File: config.mk
export PLATFORM = sky130hd
export DESIGN_NAME = adc_status_regs
export DESIGN_NICKNAME = d
export VERILOG_FILES = /design/src/rtl/adc_regs_pkg.sv /design/src/rtl/adc_result_slot.sv /design/src/rtl/adc_bus_decode.sv /design/src/rtl/adc_irq_route.sv /design/src/rtl/adc_status_regs.sv
export SDC_FILE = /design/constraint.sdc
export NUM_CORES = 1
export LEC_CHECK = 0
export BUFFER_PORTS_ARGS = -buffer_cell sky130_fd_sc_hd__clkbuf_2
export CAP_MARGIN = 20
export CORE_ASPECT_RATIO = 0.7
export CORE_MARGIN = 10
export CORE_UTILIZATION = 44
export DETAILED_ROUTE_END_ITERATION = 6
export MAX_ROUTING_LAYER = met4
export PLACE_DENSITY = 0.63
export SLEW_MARGIN = 40
export SYNTH_ARGS = -nofsm -noshare
export SYNTH_HDL_FRONTEND = slang
export SYNTH_SLANG_ARGS = --single-unit
File: constraint.sdc
create_clock -name clk -period 3.6 [get_ports clk]
set_input_delay 0.18 -clock clk [delete_from_list [all_inputs] [get_ports clk]]
set_output_delay 0.18 -clock clk [all_outputs]
set_load 0.05 [all_outputs]
File: src/rtl/adc_regs_pkg.sv
package adc_regs_pkg;
  parameter int unsigned WORD_W    = 32;
  parameter int unsigned RES_W     = 12;
  parameter int unsigned RES_LSB   = 4;
  parameter int unsigned CHF_W     = 3;
  parameter int unsigned CHF_LSB   = 24;
  parameter int unsigned OVR_BIT   = 30;
  parameter int unsigned DONE_BIT  = 31;
  parameter int unsigned IEN_W     = 9;
  parameter int unsigned IEN_SEL   = 8;
  parameter int unsigned ADR_CTL   = 0;
  parameter int unsigned ADR_GLB   = 1;
  parameter int unsigned ADR_IEN   = 2;
  parameter int unsigned ADR_CH0   = 4;

  // Assemble a status word from its fields; unnamed bits stay zero.
  function automatic logic [WORD_W-1:0] pack_status(input logic done, input logic ovr,
                                                    input logic [CHF_W-1:0] ch,
                                                    input logic [RES_W-1:0] res);
    logic [WORD_W-1:0] w;
    w = '0;
    w[RES_LSB +: RES_W] = res;
    w[CHF_LSB +: CHF_W] = ch;
    w[OVR_BIT]          = ovr;
    w[DONE_BIT]         = done;
    return w;
  endfunction

  // A result is lost when a burst completion lands on an unread word.
  function automatic logic ovr_next(input logic ovr, input logic done, input logic hit,
                                    input logic burst, input logic rd);
    logic lost;
    lost = hit & burst & done & ~rd;
    return rd ? lost : (ovr | lost);
  endfunction

  // Setting wins over clearing.
  function automatic logic done_next(input logic done, input logic set, input logic clr);
    return set | (done & ~clr);
  endfunction
endpackage

File: src/rtl/adc_result_slot.sv
module adc_result_slot
  import adc_regs_pkg::*;
(
  input  logic             clk,
  input  logic             rst_n,
  input  logic             load,
  input  logic             force_set,
  input  logic             clr,
  input  logic             rd,
  input  logic             burst,
  input  logic [RES_W-1:0] res_in,
  output logic             done,
  output logic             ovr,
  output logic [RES_W-1:0] res
);
  always_ff @(posedge clk) begin
    if (!rst_n) begin
      done <= 1'b0;
      ovr  <= 1'b0;
      res  <= '0;
    end else begin
      done <= done_next(done, load | force_set, clr);
      ovr  <= ovr_next(ovr, done, load, burst, rd);
      if (load) res <= res_in;
    end
  end
endmodule

File: src/rtl/adc_bus_decode.sv
module adc_bus_decode
  import adc_regs_pkg::*;
#(
  parameter int unsigned NUM_CH = 8,
  parameter int unsigned ADDR_W = 4
) (
  input  logic              bus_wr,
  input  logic              bus_rd,
  input  logic [ADDR_W-1:0] bus_addr,
  output logic              ctl_wr,
  output logic              ien_wr,
  output logic              g_rd,
  output logic [NUM_CH-1:0] ch_rd
);
  assign ctl_wr = bus_wr && (bus_addr == ADDR_W'(ADR_CTL));
  assign ien_wr = bus_wr && (bus_addr == ADDR_W'(ADR_IEN));
  assign g_rd   = bus_rd && (bus_addr == ADDR_W'(ADR_GLB));

  for (genvar i = 0; i < NUM_CH; i++) begin : g_chrd
    assign ch_rd[i] = bus_rd && (bus_addr == ADDR_W'(ADR_CH0 + i));
  end
endmodule

File: src/rtl/adc_irq_route.sv
module adc_irq_route #(
  parameter int unsigned NUM_CH = 8
) (
  input  logic              src_glb,
  input  logic              g_done,
  input  logic [NUM_CH-1:0] ch_done,
  input  logic [NUM_CH-1:0] ch_en,
  output logic              irq
);
  always_comb begin
    if (src_glb) irq = g_done;
    else         irq = |(ch_done & ch_en);
  end
endmodule

File: src/rtl/adc_status_regs.sv
module adc_status_regs
  import adc_regs_pkg::*;
#(
  parameter int unsigned NUM_CH = 8,
  parameter int unsigned ADDR_W = 4
) (
  input  logic                       clk,
  input  logic                       rst_n,
  input  logic                       cvt_valid,
  input  logic [$clog2(NUM_CH)-1:0]  cvt_chan,
  input  logic [RES_W-1:0]           cvt_data,
  input  logic                       cvt_burst,
  input  logic                       cvt_busy,
  output logic                       cvt_restart,
  input  logic                       bus_wr,
  input  logic                       bus_rd,
  input  logic [ADDR_W-1:0]          bus_addr,
  input  logic [WORD_W-1:0]          bus_wdata,
  output logic [WORD_W-1:0]          bus_rdata,
  output logic                       irq
);
  localparam int unsigned CH_W = $clog2(NUM_CH);
  localparam logic [IEN_W-1:0] IEN_RST = IEN_W'(1) << IEN_SEL;

  // Named internal events, visible to the checker.
  logic              ctl_wr, ien_wr, g_rd;
  logic [NUM_CH-1:0] ch_rd, ch_hit, ch_done, ch_ovr;
  logic              g_done, g_ovr, ien_sel;
  logic [RES_W-1:0]  g_res;
  logic [RES_W-1:0]  ch_res [NUM_CH];
  logic [CH_W-1:0]   g_ch;
  logic [IEN_W-1:0]  ien_q;
  logic              unused_wdata_hi;

  assign unused_wdata_hi = ^bus_wdata[WORD_W-1:IEN_W];

  adc_bus_decode #(.NUM_CH(NUM_CH), .ADDR_W(ADDR_W)) u_dec (
    .bus_wr(bus_wr), .bus_rd(bus_rd), .bus_addr(bus_addr),
    .ctl_wr(ctl_wr), .ien_wr(ien_wr), .g_rd(g_rd), .ch_rd(ch_rd)
  );

  assign cvt_restart = ctl_wr & cvt_busy;

  adc_result_slot u_glb (
    .clk(clk), .rst_n(rst_n), .load(cvt_valid), .force_set(cvt_restart),
    .clr(g_rd | ctl_wr), .rd(g_rd), .burst(cvt_burst), .res_in(cvt_data),
    .done(g_done), .ovr(g_ovr), .res(g_res)
  );

  always_ff @(posedge clk) begin
    if (!rst_n)         g_ch <= '0;
    else if (cvt_valid) g_ch <= cvt_chan;
  end

  for (genvar i = 0; i < NUM_CH; i++) begin : g_chan
    assign ch_hit[i] = cvt_valid && (cvt_chan == CH_W'(i));
    adc_result_slot u_slot (
      .clk(clk), .rst_n(rst_n), .load(ch_hit[i]), .force_set(1'b0),
      .clr(ch_rd[i]), .rd(ch_rd[i]), .burst(cvt_burst), .res_in(cvt_data),
      .done(ch_done[i]), .ovr(ch_ovr[i]), .res(ch_res[i])
    );
  end

  always_ff @(posedge clk) begin
    if (!rst_n)      ien_q <= IEN_RST;
    else if (ien_wr) ien_q <= bus_wdata[IEN_W-1:0];
  end
  assign ien_sel = ien_q[IEN_SEL];

  adc_irq_route #(.NUM_CH(NUM_CH)) u_irq (
    .src_glb(ien_sel), .g_done(g_done), .ch_done(ch_done),
    .ch_en(ien_q[NUM_CH-1:0]), .irq(irq)
  );

  always_comb begin
    bus_rdata = '0;
    if (bus_addr == ADDR_W'(ADR_GLB))
      bus_rdata = pack_status(g_done, g_ovr, CHF_W'(g_ch), g_res);
    else if (bus_addr == ADDR_W'(ADR_IEN))
      bus_rdata[IEN_W-1:0] = ien_q;
    for (int i = 0; i < NUM_CH; i++) begin
      if (bus_addr == ADDR_W'(ADR_CH0 + i))
        bus_rdata = pack_status(ch_done[i], ch_ovr[i], '0, ch_res[i]);
    end
  end
endmodule

-- Word-level counts from Yosys, hierarchy flattened
Cells that the tools add are included.
- memory bits (read-only): 0
- bits of input ports: 58
- latch bits: 0
- register bits: 138
- bits in writable memories: 0
- memories kept: 0
- word-level logic and storage cells: 157
- shifts and indexed selects: 0
- $add $sub $neg: 0
- $mul: 0
- reduce and logical (&&, ||, !) cells: 22
- mux-type cells: 21
- eq/ne operators: 17
- order comparisons: 0
- bitwise operators: 68
- divide/modulo/power cells: 0
- operators with widths (operator ; count):
    2-to-1 mux 32 bit ; 8
    bitwise AND 1 bit ; 37
    2-to-1 mux 23 bit ; 1
    OR 1 bit ; 20
    logical AND 1 bit ; 19
    2-to-1 mux 9 bit ; 2
    == test 4 x 3 -> 1 bit (second input constant) ; 4
    == test 4 bit (second input constant) ; 4
    == test 3 bit (second input constant) ; 4
    2-to-1 mux 1 bit ; 10
    inverter 1 bit ; 10
    bitwise AND 8 bit ; 1
    OR reduction 8 bit ; 1
    == test 3 x 2 -> 1 bit (second input constant) ; 2
    == test 4 x 1 -> 1 bit (second input constant) ; 1
    == test 4 x 2 -> 1 bit (second input constant) ; 1
    zero test 4 bit ; 1
    == test 3 x 1 -> 1 bit (second input constant) ; 1
    zero test 3 bit ; 1

-- Depth between registers and ports, before layout
Gate-level depths: netlist of run 1.
- word-level depth: 11
- depth in mapped cells: 8

-- Hierarchy
From an unflattened synthesis of run 1, not the netlist that was laid out.
- cell total of the unflattened synthesis: 688
- area total of the unflattened synthesis: 7180.6 um2
- by module, submodules not included (module ; sequential area each (um2) ; cells an instance ; area each (um2) ; times used):
    adc_result_slot ; 280.3 ; 45 ; 544.3 ; 9
    adc_status_regs ; 240.2 ; 260 ; 2123.3 ; 1
    adc_bus_decode ; 0.0 ; 17 ; 106.4 ; 1
    adc_irq_route ; 0.0 ; 6 ; 52.6 ; 1

-- Worst setup path before layout of run 1
Ideal clock, no wire load.
- path kind: in2out
- start: input port bus_addr[0]
- end: output port bus_rdata[5]
- arrival time: 2121 ps
- setup slack: 1299 ps
- path buffers: 4
- stages on the path: 7
- required time: 3420 ps
- cell sequence: buf_6 > buf_6 > buf_6 > buf_4 > o21ai_0 > a21oi_1 > a221oi_1
- cells in the longest elaborated chain, start to end: 11
- elaborated cells between the ends (all ways): 20
- classes of those cells: eq/ne: 10; mux: 10
- ends and longest elaborated chain (what ; RTL line ; source):
    start, declared ; adc_status_regs.sv:17 ; input logic [ADDR_W-1:0] bus_addr,
    == test 4 x 2 -> 1 bit ; adc_status_regs.sv:79 ; else if (bus_addr == ADDR_W'(ADR_IEN))
    2-to-1 mux 9 bit ; adc_status_regs.sv:79 ;
    2-to-1 mux 9 bit ; adc_status_regs.sv:77 ; if (bus_addr == ADDR_W'(ADR_GLB))
    2-to-1 mux 32 bit (7 in a row) ; adc_status_regs.sv:82 ; if (bus_addr == ADDR_W'(ADR_CH0 + i))
    2-to-1 mux 32 bit (*) ; adc_status_regs.sv:82 ;
    end, declared ; adc_status_regs.sv:19 ; output logic [WORD_W-1:0] bus_rdata,
Every way passes the cells marked *; elsewhere a longest branch is shown, timed or not.

-- Worst setup path in the final report of run 1
- start: input port bus_addr[0]
- end: output port bus_rdata[30]
- cells in the longest elaborated chain, start to end: 10
- elaborated cells between the ends (all ways): 18
- classes of those cells: eq/ne: 9; mux: 9
- ends and longest elaborated chain (what ; RTL line):
    == test 4 x 1 -> 1 bit ; adc_status_regs.sv:77
    2-to-1 mux 23 bit ; adc_status_regs.sv:77
    2-to-1 mux 32 bit (7 in a row) ; adc_status_regs.sv:82
    2-to-1 mux 32 bit (*) ; adc_status_regs.sv:82
Marks and branches as above.

==> flow_metrics.env, run 1 <==
export IMPL_status="finished, final reports clean"
export IMPL_cts_tree="yes"
export IMPL_yosysMostFrequentCell="nand2_1"
export IMPL_synthTopCellsByArea="dfxtp_1, nand2_1, a21boi_0, mux2i_1, nor2b_1"
export IMPL_vdd_drop_max_mv=0.300
export IMPL_die_x_um=169
export IMPL_nets=912
export IMPL_clock_sinks=138
export IMPL_finalCriticalPeriod_ns=2.69
export IMPL_power_leakage_nw=2.94
export IMPL_synth_edff_count=0
export IMPL_drc=0
export IMPL_avgSynthCellArea_sq_um=8.20
export IMPL_fin_ws_ns=0.910
export IMPL_fillers=1489
export IMPL_whs_ns=0.0158
export IMPL_dp_hpwl_um=13500
export IMPL_first_pass_iters=5
export IMPL_rows=38
export IMPL_path_clk_slew_ns=0.06
export IMPL_diodes=0
export IMPL_setup_violations=0
export IMPL_numCtsBuffers=17
export IMPL_routedWlPerCell_um=19.7
export IMPL_hold_path_depth=3
export IMPL_yosysWarnings=0
export IMPL_insertion_delay_ns=0.42
export IMPL_via_per_inst=5.49
export IMPL_wl_um=21000
export IMPL_start_util_pct=44.6
export IMPL_fmaxAchievable_ghz=0.372
export IMPL_r2r_setup_slack_ns=2.78
export IMPL_synth_top_cells_by_count="nand2_1, dfxtp_1, a21boi_0"
export IMPL_post_cts_setup_buffers=0
export IMPL_final_setup_tns_ns=0
export IMPL_clockBufferDepth=2
export IMPL_yosys_area_top_type="dfxtp_1"
export IMPL_crit_type="primary input to primary output"
export IMPL_cts_max_level=4
export IMPL_crit_fanout=49
export IMPL_reg2reg_from="u_glb.done"
export IMPL_max_slew_margin_rel_pct=43.7
export IMPL_track_usage_pct=20.0
export IMPL_p_per_area_nw_per_um2=504
export IMPL_critPathLaunchType="primary input"
export IMPL_core_area_sq_um=15400
export IMPL_yosysUniqueCellTypes=43
export IMPL_rsz0062_at_grt="no"
export IMPL_ant_nets=0
export IMPL_hold_end="ien_q[6]"
export IMPL_hold_viol=0
export IMPL_power_w=0.00391
export IMPL_synth_top_family_by_area="simple AND/OR/NAND/NOR gates"
export IMPL_synthSimpleGateAreaFrac_pct=21.5
export IMPL_arrival_ns=2.51
export IMPL_grt_antenna_before_repair=0
export IMPL_overflow=0
export IMPL_synth_cell_area_sq_um=6850
export IMPL_synthAdderAreaFrac_pct=0
export IMPL_grt_pass1_vias=5387
export IMPL_grt_pass1_wl_um=32400
export IMPL_dp_slack_ns=1.00
export IMPL_ys_ff_latch=138
export IMPL_synth_top_area_share_pct=40.3
export IMPL_synth_xor_xnor_area_share_pct=0
export IMPL_cts_root_buf="clkbuf_16"
export IMPL_cp_startpoint="bus_addr[0]"
export IMPL_vias=5860
export IMPL_hp_start="bus_wdata[6]"
export IMPL_cp_required_ns=3.42
export IMPL_r2r_cells=2
export IMPL_area_growth_pct=13.1
export IMPL_synth_compound_area_share_pct=20.7
export IMPL_finalClockSkew_ns=0.00244
export IMPL_die_area_sq_um=21000
export IMPL_max_cap_violations=0
export IMPL_portBuffers=57
export IMPL_syn_instance_count=835
export IMPL_yosys_most_used_dff="dfxtp_1"
export IMPL_die_h_um=124
export IMPL_worst_setup_path_end_kind="primary output"
export IMPL_r2r_end="u_glb.done"
export IMPL_drv_slew=0
export IMPL_grt_max_degree=65
export IMPL_min_period_over_period_pct=74.7
export IMPL_final_layout_size_suffix_gt1_share_pct=14.5
export IMPL_worstHoldPathType="primary input to register"
export IMPL_ys_seq_area_share_pct=40.3
export IMPL_gp_congestion=0.850
export IMPL_async_flop_share_pct=0
export IMPL_drt_initial_drc_count=529
export IMPL_num_io_pins=92
export IMPL_synthMuxAreaShare_pct=10.3
export IMPL_worst_pin_slew_ns=0.843
[repair_timing]
item	4_1_cts	5_1_grt
gates resized for setup	0	0
hold endpoints to repair	1	0
hold buffers	1	0
[flip-flops by register name (all words and copies together), names as in the netlist]
register / count
g_ch: 3
g_chan.u_slot.done: 8
g_chan.u_slot.ovr: 8
g_chan.u_slot.res: 96
ien_q: 9
u_glb.done: 1
u_glb.ovr: 1
u_glb.res: 12
[area by class of cell]
type | count | area, sq um | area share [%]
clock buffers | 22 | 474 | 6.12
clock inverters | 10 | 165 | 2.13
well taps | 200 | 250 | 3.23
inverters | 9 | 33.8 | 0.436
repair buffers | 74 | 420 | 5.43
flip-flops and latches | 138 | 2760 | 35.7
multi-input cells | 614 | 3640 | 47.0
[layer usage]
| metal | GRT usage, % | routed length, um |
|---|---|---|
| met1 | 29.4 | 10300 |
| met2 | 26.7 | 8860 |
| met3 | 4.51 | 1670 |
| met4 | 4.86 | 159 |
| met5 | - | 0 |
[kinds of logic (layout without fill, tap and decap cells)]
family,after synthesis,in the layout
simple gates,332,332
mux,68,68
buf+inv,93,115
flops,138,138
other cells,1,11
compound gates,203,203
[worst max path at each step]
stage / slack [ns] / endpoint
floorplan: 1.30 / bus_rdata[5]
global placement: 1.02 / bus_rdata[30]
detailed placement: 1.00 / bus_rdata[30]
CTS: 0.98 / bus_rdata[30]
global route: 0.82 / bus_rdata[30]
finish: 0.91 / bus_rdata[30]
[placed cells by master, fill, tap and decap left out, types with 4 or more instances in the layout]
cell type,count
nand2b_1,8
nand2_1,218
mux2i_1,51
inv_1,9
a211oi_1,7
a21oi_1,29
clkbuf_16,17
a32o_1,6
and3_1,5
buf_4,18
nor3_1,4
nand3_1,17
dfxtp_1,138
clkbuf_2,55
nor2_1,27
and2_1,6
a22oi_1,6
a31oi_1,11
o21ai_0,26
conb_1,11
bufinv_16,4
a21boi_0,87
mux2_2,16
a32oi_1,4
nor2b_1,37
a21boi_1,10
[where the power goes]
part / total (W) / leakage (nW) / internal [W] / switching [W]
Clock: 0.00191 / 0.303 / 0.00122 / 0.000696
Combinational: 0.000403 / 1.52 / 0.000122 / 0.000281
Sequential: 0.00159 / 1.12 / 0.00157 / 0.0000232
Total: 0.00391 / 2.94 / 0.00290 / 0.00100
[critical path, stage by stage]
cell and delay (ns):
buf_4 0.51, buf_4 0.49, a21oi_1 0.13, a2111oi_0 0.49, a221o_1 0.22, a32o_1 0.15
clkbuf_2 0.28
[metrics by stage]
step,area (sq um),instances,util (%)
2_1_floorplan,6890,845,-
3_5_place_dp,7090,1034,46.2
5_1_grt,7740,1067,50.4
3_3_place_gp,7090,1034,46.2
6_report,7740,1067,50.4
4_1_cts,7740,1067,50.4
No activity file was read; power rests on OpenSTA's default activity.
==> run 2: changes to the inputs <==
--- a/config.mk
+++ b/config.mk
@@ -12,7 +12,7 @@
 export CORE_UTILIZATION = 44
 export DETAILED_ROUTE_END_ITERATION = 6
 export MAX_ROUTING_LAYER = met4
-export PLACE_DENSITY = 0.63
+export PLACE_DENSITY = 0.65
 export SLEW_MARGIN = 40
 export SYNTH_ARGS = -nofsm -noshare
 export SYNTH_HDL_FRONTEND = slang
==> constraint.sdc (replaced) <==
create_clock -name clk -period 2.42 [get_ports clk]
set_input_delay 0.121 -clock clk [delete_from_list [all_inputs] [get_ports clk]]
set_output_delay 0.121 -clock clk [all_outputs]
set_load 0.05 [all_outputs]
==> run 2 against run 1 <==
Against the previous run:
- design area up 3.2%
- power is 45% higher
- critical path type is now register to primary output
- die area unchanged
- critical path depth is 2 lower
- global-route usage fell by 0.37 points
- largest cell class unchanged
- highest routed layer unchanged
- clock skew grew 0.0019 ns
- via count increased by 2.5%
- final cell count rose by 2.2%
- largest power group unchanged
==> flow_metrics.env, run 2 (synthesis results as in run 1) <==
export IMPL_p_seq_share_pct=41.8
export IMPL_r2r_cells=2
export IMPL_worst_setup_path_end_kind="primary output"
export IMPL_worst_pin_slew_ns=0.770
export IMPL_max_slew_margin_rel_pct=48.6
export IMPL_first_pass_iters=5
export IMPL_fillers=1458
export IMPL_cts_tree="yes"
export IMPL_vias=6007
export IMPL_cellInternalPower_w=0.00420
export IMPL_drc=0
export IMPL_grt_antenna_before_repair=0
export IMPL_wl_um=20500
export IMPL_hp_start="cvt_data[11]"
export IMPL_num_io_pins=92
export IMPL_finalClockSkew_ns=0.00434
export IMPL_vdd_drop_max_mv=0.472
export IMPL_cp_required_ns=2.30
export IMPL_crit_chain="mux2i_1 -> a2111oi_0 -> a221o_1 -> a32o_1 -> clkbuf_2"
export IMPL_final_seq_area_sq_um=2760
export IMPL_die_x_um=169
export IMPL_cp_startpoint="g_chan[1].u_slot.done"
export IMPL_max_cap_violations=0
export IMPL_grtUsageMet1_pct=29.6
export IMPL_cts_resized=0
export IMPL_swShare_pct=25.7
export IMPL_reg2reg_from="u_glb.done"
export IMPL_pwr_share_clk_pct=46.7
export IMPL_drv_slew=0
export IMPL_rsz0062_at_grt="no"
export IMPL_track_usage_pct=19.6
export IMPL_insertion_delay_ns=0.42
export IMPL_grt_max_degree=60
export IMPL_cts_root_buf="clkbuf_16"
export IMPL_clock_sinks=138
export IMPL_die_area_sq_um=21000
export IMPL_mostFrequentLayoutCells="nand2_1, dfxtp_1, a21boi_0"
export IMPL_cts_max_level=4
export IMPL_power_leakage_nw=3.07
export IMPL_hold_path_depth=3
export IMPL_crit_type="register to primary output"
export IMPL_top_regs="g_chan.u_slot.res x96, u_glb.res x12, ien_q x9"
export IMPL_crit_family="compound AO/OA/AOI/OAI gates"
export IMPL_setup_violations=0
export IMPL_hold_viol=0
export IMPL_numCtsBuffers=17
export IMPL_max_stage_delay_ns=0.67
export IMPL_final_setup_tns_ns=0
export IMPL_worstHoldPathType="primary input to register"
export IMPL_via_per_inst=5.51
export IMPL_worstPathBufferInverterCount=1
export IMPL_grt_pass1_vias=5676
export IMPL_rows=38
export IMPL_portBuffers=57
export IMPL_drt_initial_drc_count=596
export IMPL_finalCriticalPeriod_ns=2.31
export IMPL_diodes=0
export IMPL_crit_cells=5
export IMPL_pwr_share_comb_pct=11.5
export IMPL_arrival_ns=2.19
export IMPL_path_clk_slew_ns=0.06
export IMPL_switchingPower_w=0.00145
export IMPL_whs_ns=0.0889
export IMPL_grt_busiest_layer="met1"
export IMPL_grtUsageMet2_pct=25.9
export IMPL_critPathLaunchType="register"
export IMPL_die_h_um=124
export IMPL_overflow=0
export IMPL_status="finished, final reports clean"
export IMPL_core_area_sq_um=15400
export IMPL_fmaxAchievable_ghz=0.433
export IMPL_ant_nets=0
export IMPL_dp_hpwl_um=13700
export IMPL_final_common_cell="nand2_1"
export IMPL_grt_pass1_wl_um=32300
export IMPL_start_util_pct=44.6
export IMPL_crit_fanout=4
export IMPL_routedWlPerCell_um=18.8
export IMPL_area_growth_pct=16.7
export IMPL_post_cts_setup_buffers=0
export IMPL_clockBufferDepth=2
export IMPL_min_period_over_period_pct=95.5
export IMPL_largest_register="g_chan.u_slot.res"
export IMPL_met3_usage_pct=3.59
export IMPL_p_per_area_nw_per_um2=707
export IMPL_gp_congestion=0.893
export IMPL_largest_reg_flops=96
export IMPL_multi_input_area_sq_um=3630
export IMPL_nets=935
export IMPL_slowest_stage="a2111oi_0"
export IMPL_final_layout_size_suffix_gt1_share_pct=15.8
-- run 2: power by group through the flow --
stage | sequential [W] | clock (W) | combinational, W
3_5_place_dp | 0.00241 | 0 | 0.000630
3_3_place_gp | 0.00241 | 0 | 0.000626
5_1_grt | 0.00237 | 0.00275 | 0.000696
2_1_floorplan | 0.00240 | 0 | 0.000453
4_1_cts | 0.00236 | 0.00266 | 0.000642
6_report | 0.00237 | 0.00264 | 0.000650
-- run 2: metal layers --
| layer | share of wire [%] | wire length [um] |
|---|---|---|
| met1 | 50 | 10400 |
| met2 | 40 | 8310 |
| met3 | 8.2 | 1690 |
| met4 | 0.87 | 178 |
| met5 | 0 | 0 |
-- run 2: layout make-up --
cell class,count,area share [%]
clock buffer,20,5.59
clock inverter,12,1.86
inverter,9,0.423
multi-input combinational,614,45.5
sequential,138,34.6
tap,200,3.13
timing repair buffer,97,8.98
-- run 2: what timing repair did --
| action | in CTS | in global routing |
|---|---|---|
| endpoints found under the setup margin | 0 | 0 |
| hold buffers | 9 | 0 |
| hold endpoints to repair | 9 | 0 |
-- run 2: path summary, 6_finish.rpt --
kind,to,slack (ns)
worst max-delay path,bus_rdata[31],0.11
worst min-delay path,g_chan[0].u_slot.res[11],0.09
worst max register to register,u_glb.done,1.59
worst min register to register,g_chan[1].u_slot.res[11],0.45
-- run 2: through the flow --
step           util (%)  setup WS, ns  instances  instance area [sq um]  total power, W
2_1_floorplan         -         0.237        845                   6890         0.00285
5_1_grt            52.1        0.0120       1090                   7990         0.00581
3_3_place_gp       47.6         0.338       1049                   7310         0.00304
6_report           52.1         0.110       1090                   7990         0.00565
3_5_place_dp       47.6         0.320       1049                   7310         0.00304
4_1_cts            52.1         0.142       1090                   7990         0.00567
-- run 2: worst min-delay path, stage by stage --
cell      delay (ns)
clkbuf_2        0.19
nand2_1         0.10
a21boi_1        0.05
==> run 3: changes to the inputs <==
--- a/config.mk
+++ b/config.mk
@@ -7,12 +7,14 @@
 export LEC_CHECK = 0
 export BUFFER_PORTS_ARGS = -buffer_cell sky130_fd_sc_hd__clkbuf_2
 export CAP_MARGIN = 20
+export CELL_PAD_IN_SITES_DETAIL_PLACEMENT = 1
+export CELL_PAD_IN_SITES_GLOBAL_PLACEMENT = 1
 export CORE_ASPECT_RATIO = 0.7
 export CORE_MARGIN = 10
-export CORE_UTILIZATION = 44
+export CORE_UTILIZATION = 39
 export DETAILED_ROUTE_END_ITERATION = 6
 export MAX_ROUTING_LAYER = met4
-export PLACE_DENSITY = 0.65
+export PLACE_DENSITY = 0.75
 export SLEW_MARGIN = 40
 export SYNTH_ARGS = -nofsm -noshare
 export SYNTH_HDL_FRONTEND = slang
==> run 3 against run 2 <==
Against the previous run:
- critical endpoint is now bus_rdata[5]
- largest power group unchanged
- non-clock buffer count shrank 4
- critical path depth is the same
- clock skew shrank 0.0025 ns
- flip-flop and latch count is the same
- critical path type unchanged
==> flow_metrics.env, run 3 (synthesis results as in run 1) <==
export IMPL_p_per_area_nw_per_um2=721
export IMPL_post_place_cells=1076
export IMPL_drc=0
export IMPL_gp_congestion=0.812
export IMPL_drt_initial_drc_count=629
export IMPL_nets=931
export IMPL_grt_pass1_vias=6204
export IMPL_die_area_sq_um=23300
export IMPL_largest_reg_flops=96
export IMPL_min_period_over_period_pct=93.3
export IMPL_area_growth_pct=18.0
export IMPL_cts_tree="yes"
export IMPL_wl_um=22900
export IMPL_crit_fanout=3
export IMPL_final_cell_area_sq_um=8080
export IMPL_worst_pin_slew_ns=0.664
export IMPL_vdd_drop_max_mv=0.408
export IMPL_drv_slew=0
export IMPL_worstPathBufferInverterCount=1
export IMPL_fin_cells=1117
export IMPL_track_usage_pct=20.6
export IMPL_slowest_stage="a221oi_1"
export IMPL_power_leakage_nw=3.07
export IMPL_overflow=0
export IMPL_clock_sinks=138
export IMPL_setup_violations=0
export IMPL_arrival_ns=2.14
export IMPL_first_pass_iters=6
export IMPL_cts_root_buf="clkbuf_16"
export IMPL_cp_required_ns=2.30
export IMPL_final_layout_size_suffix_gt1_share_pct=15.5
export IMPL_fillers=2054
export IMPL_hold_viol=0
export IMPL_finalClockSkew_ns=0.00184
export IMPL_cts_max_level=4
export IMPL_via_per_inst=5.48
export IMPL_final_common_cell="nand2_1"
export IMPL_max_stage_delay_ns=0.56
export IMPL_max_slew_margin_rel_pct=55.7
export IMPL_final_seq_area_sq_um=2760
export IMPL_top_regs="g_chan.u_slot.res x96, u_glb.res x12, ien_q x9"
export IMPL_finalCriticalPeriod_ns=2.26
export IMPL_worstHoldPathType="primary input to register"
export IMPL_diodes=0
export IMPL_crit_family="compound AO/OA/AOI/OAI gates"
export IMPL_die_h_um=131
export IMPL_core_area_sq_um=17200
export IMPL_grt_antenna_before_repair=0
export IMPL_portBuffers=57
export IMPL_grt_pass1_wl_um=36200
export IMPL_crit_chain="mux2i_1 -> a211oi_1 -> a21oi_1 -> a221oi_1 -> buf_12"
export IMPL_largest_register="g_chan.u_slot.res"
export IMPL_crit_type="register to primary output"
export IMPL_multi_input_area_sq_um=3630
export IMPL_routedWlPerCell_um=20.5
export IMPL_clockBufferDepth=2
export IMPL_ant_nets=0
export IMPL_vias=6117
export IMPL_rows=40
export IMPL_grt_max_degree=67
export IMPL_critPathLaunchType="register"
export IMPL_fmaxAchievable_ghz=0.443
export IMPL_insertion_delay_ns=0.43
export IMPL_dp_slack_ns=0.234
export IMPL_num_io_pins=92
export IMPL_fin_ws_ns=0.161
export IMPL_max_cap_violations=0
export IMPL_r2r_setup_slack_ns=1.59
export IMPL_die_x_um=178
export IMPL_numCtsBuffers=17
export IMPL_path_clk_slew_ns=0.06
export IMPL_placed_area_sq_um=7360
export IMPL_final_setup_tns_ns=0
export IMPL_dp_hpwl_um=15300
export IMPL_mostFrequentLayoutCells="nand2_1, dfxtp_1, a21boi_0"
export IMPL_status="finished, final reports clean"
export IMPL_worst_setup_path_end_kind="primary output"
export IMPL_start_util_pct=39.8
export IMPL_rsz0062_at_grt="no"
-- run 3: cell count changes in the layout (fill, tap and decap cells not counted) --
cell / previous run / this run
clkbuf_8: 1 / 2
clkinv_2: 5 / 3
clkbuf_2: 48 / 47
a2111oi_1: 0 / 1
buf_4: 33 / 27
bufinv_16: 3 / 4
buf_12: 7 / 10
a2111oi_0: 2 / 1
-- run 3: final cells by class --
class	count	area share, %
Clock buffer	21	5.70
Clock inverter	11	2.09
Inverter	9	0.418
Multi-Input combinational cell	614	45.0
Sequential cell	138	34.2
Tap cell	231	3.58
Timing Repair Buffer	93	9.01
-- run 3: layer usage --
metal	up-vias	track usage, %	routed length [um]	part of all wire [%]
met5	-	-	0	0
met3	27	4.10	1330	5.8
met4	0	6.50	343	1.5
met2	173	29.5	9840	43
li1	2890	-	-	-
met1	3027	28.6	11400	50
-- run 3: final timing paths --
kind,start,cells past startpoint,to
max,g_chan[3].u_slot.res[1],5,bus_rdata[5]
min,cvt_valid,2,u_glb.done
max reg2reg,u_glb.done,2,u_glb.done
min reg2reg,g_chan[0].u_slot.res[10],2,g_chan[0].u_slot.res[10]
-- run 3: per-stage QoR --
step                hold slack, ns  total power, W  util, %
global placement             0.343         0.00305     42.7
detailed placement           0.349         0.00306     42.7
CTS                         0.0270         0.00585     46.9
floorplan                    0.246         0.00285        -
global route                0.0427         0.00604     46.9
finish                      0.0314         0.00583     46.9
-- run 3: where the power goes --
| part | leakage [nW] | switching (W) | internal [W] | total, W |
|---|---|---|---|---|
| clock | 0.307 | 0.00101 | 0.00178 | 0.00279 |
| combinational | 1.65 | 0.000434 | 0.000232 | 0.000666 |
| sequential | 1.12 | 0.0000378 | 0.00233 | 0.00237 |
-- run 3: what timing repair did --
item | CTS | global route
setup endpoints to repair | 0 | 1
resized for setup | 0 | 1
hold buffers | 9 | 0
endpoints found under the hold margin | 9 | 0
setup buffers | 0 | 0
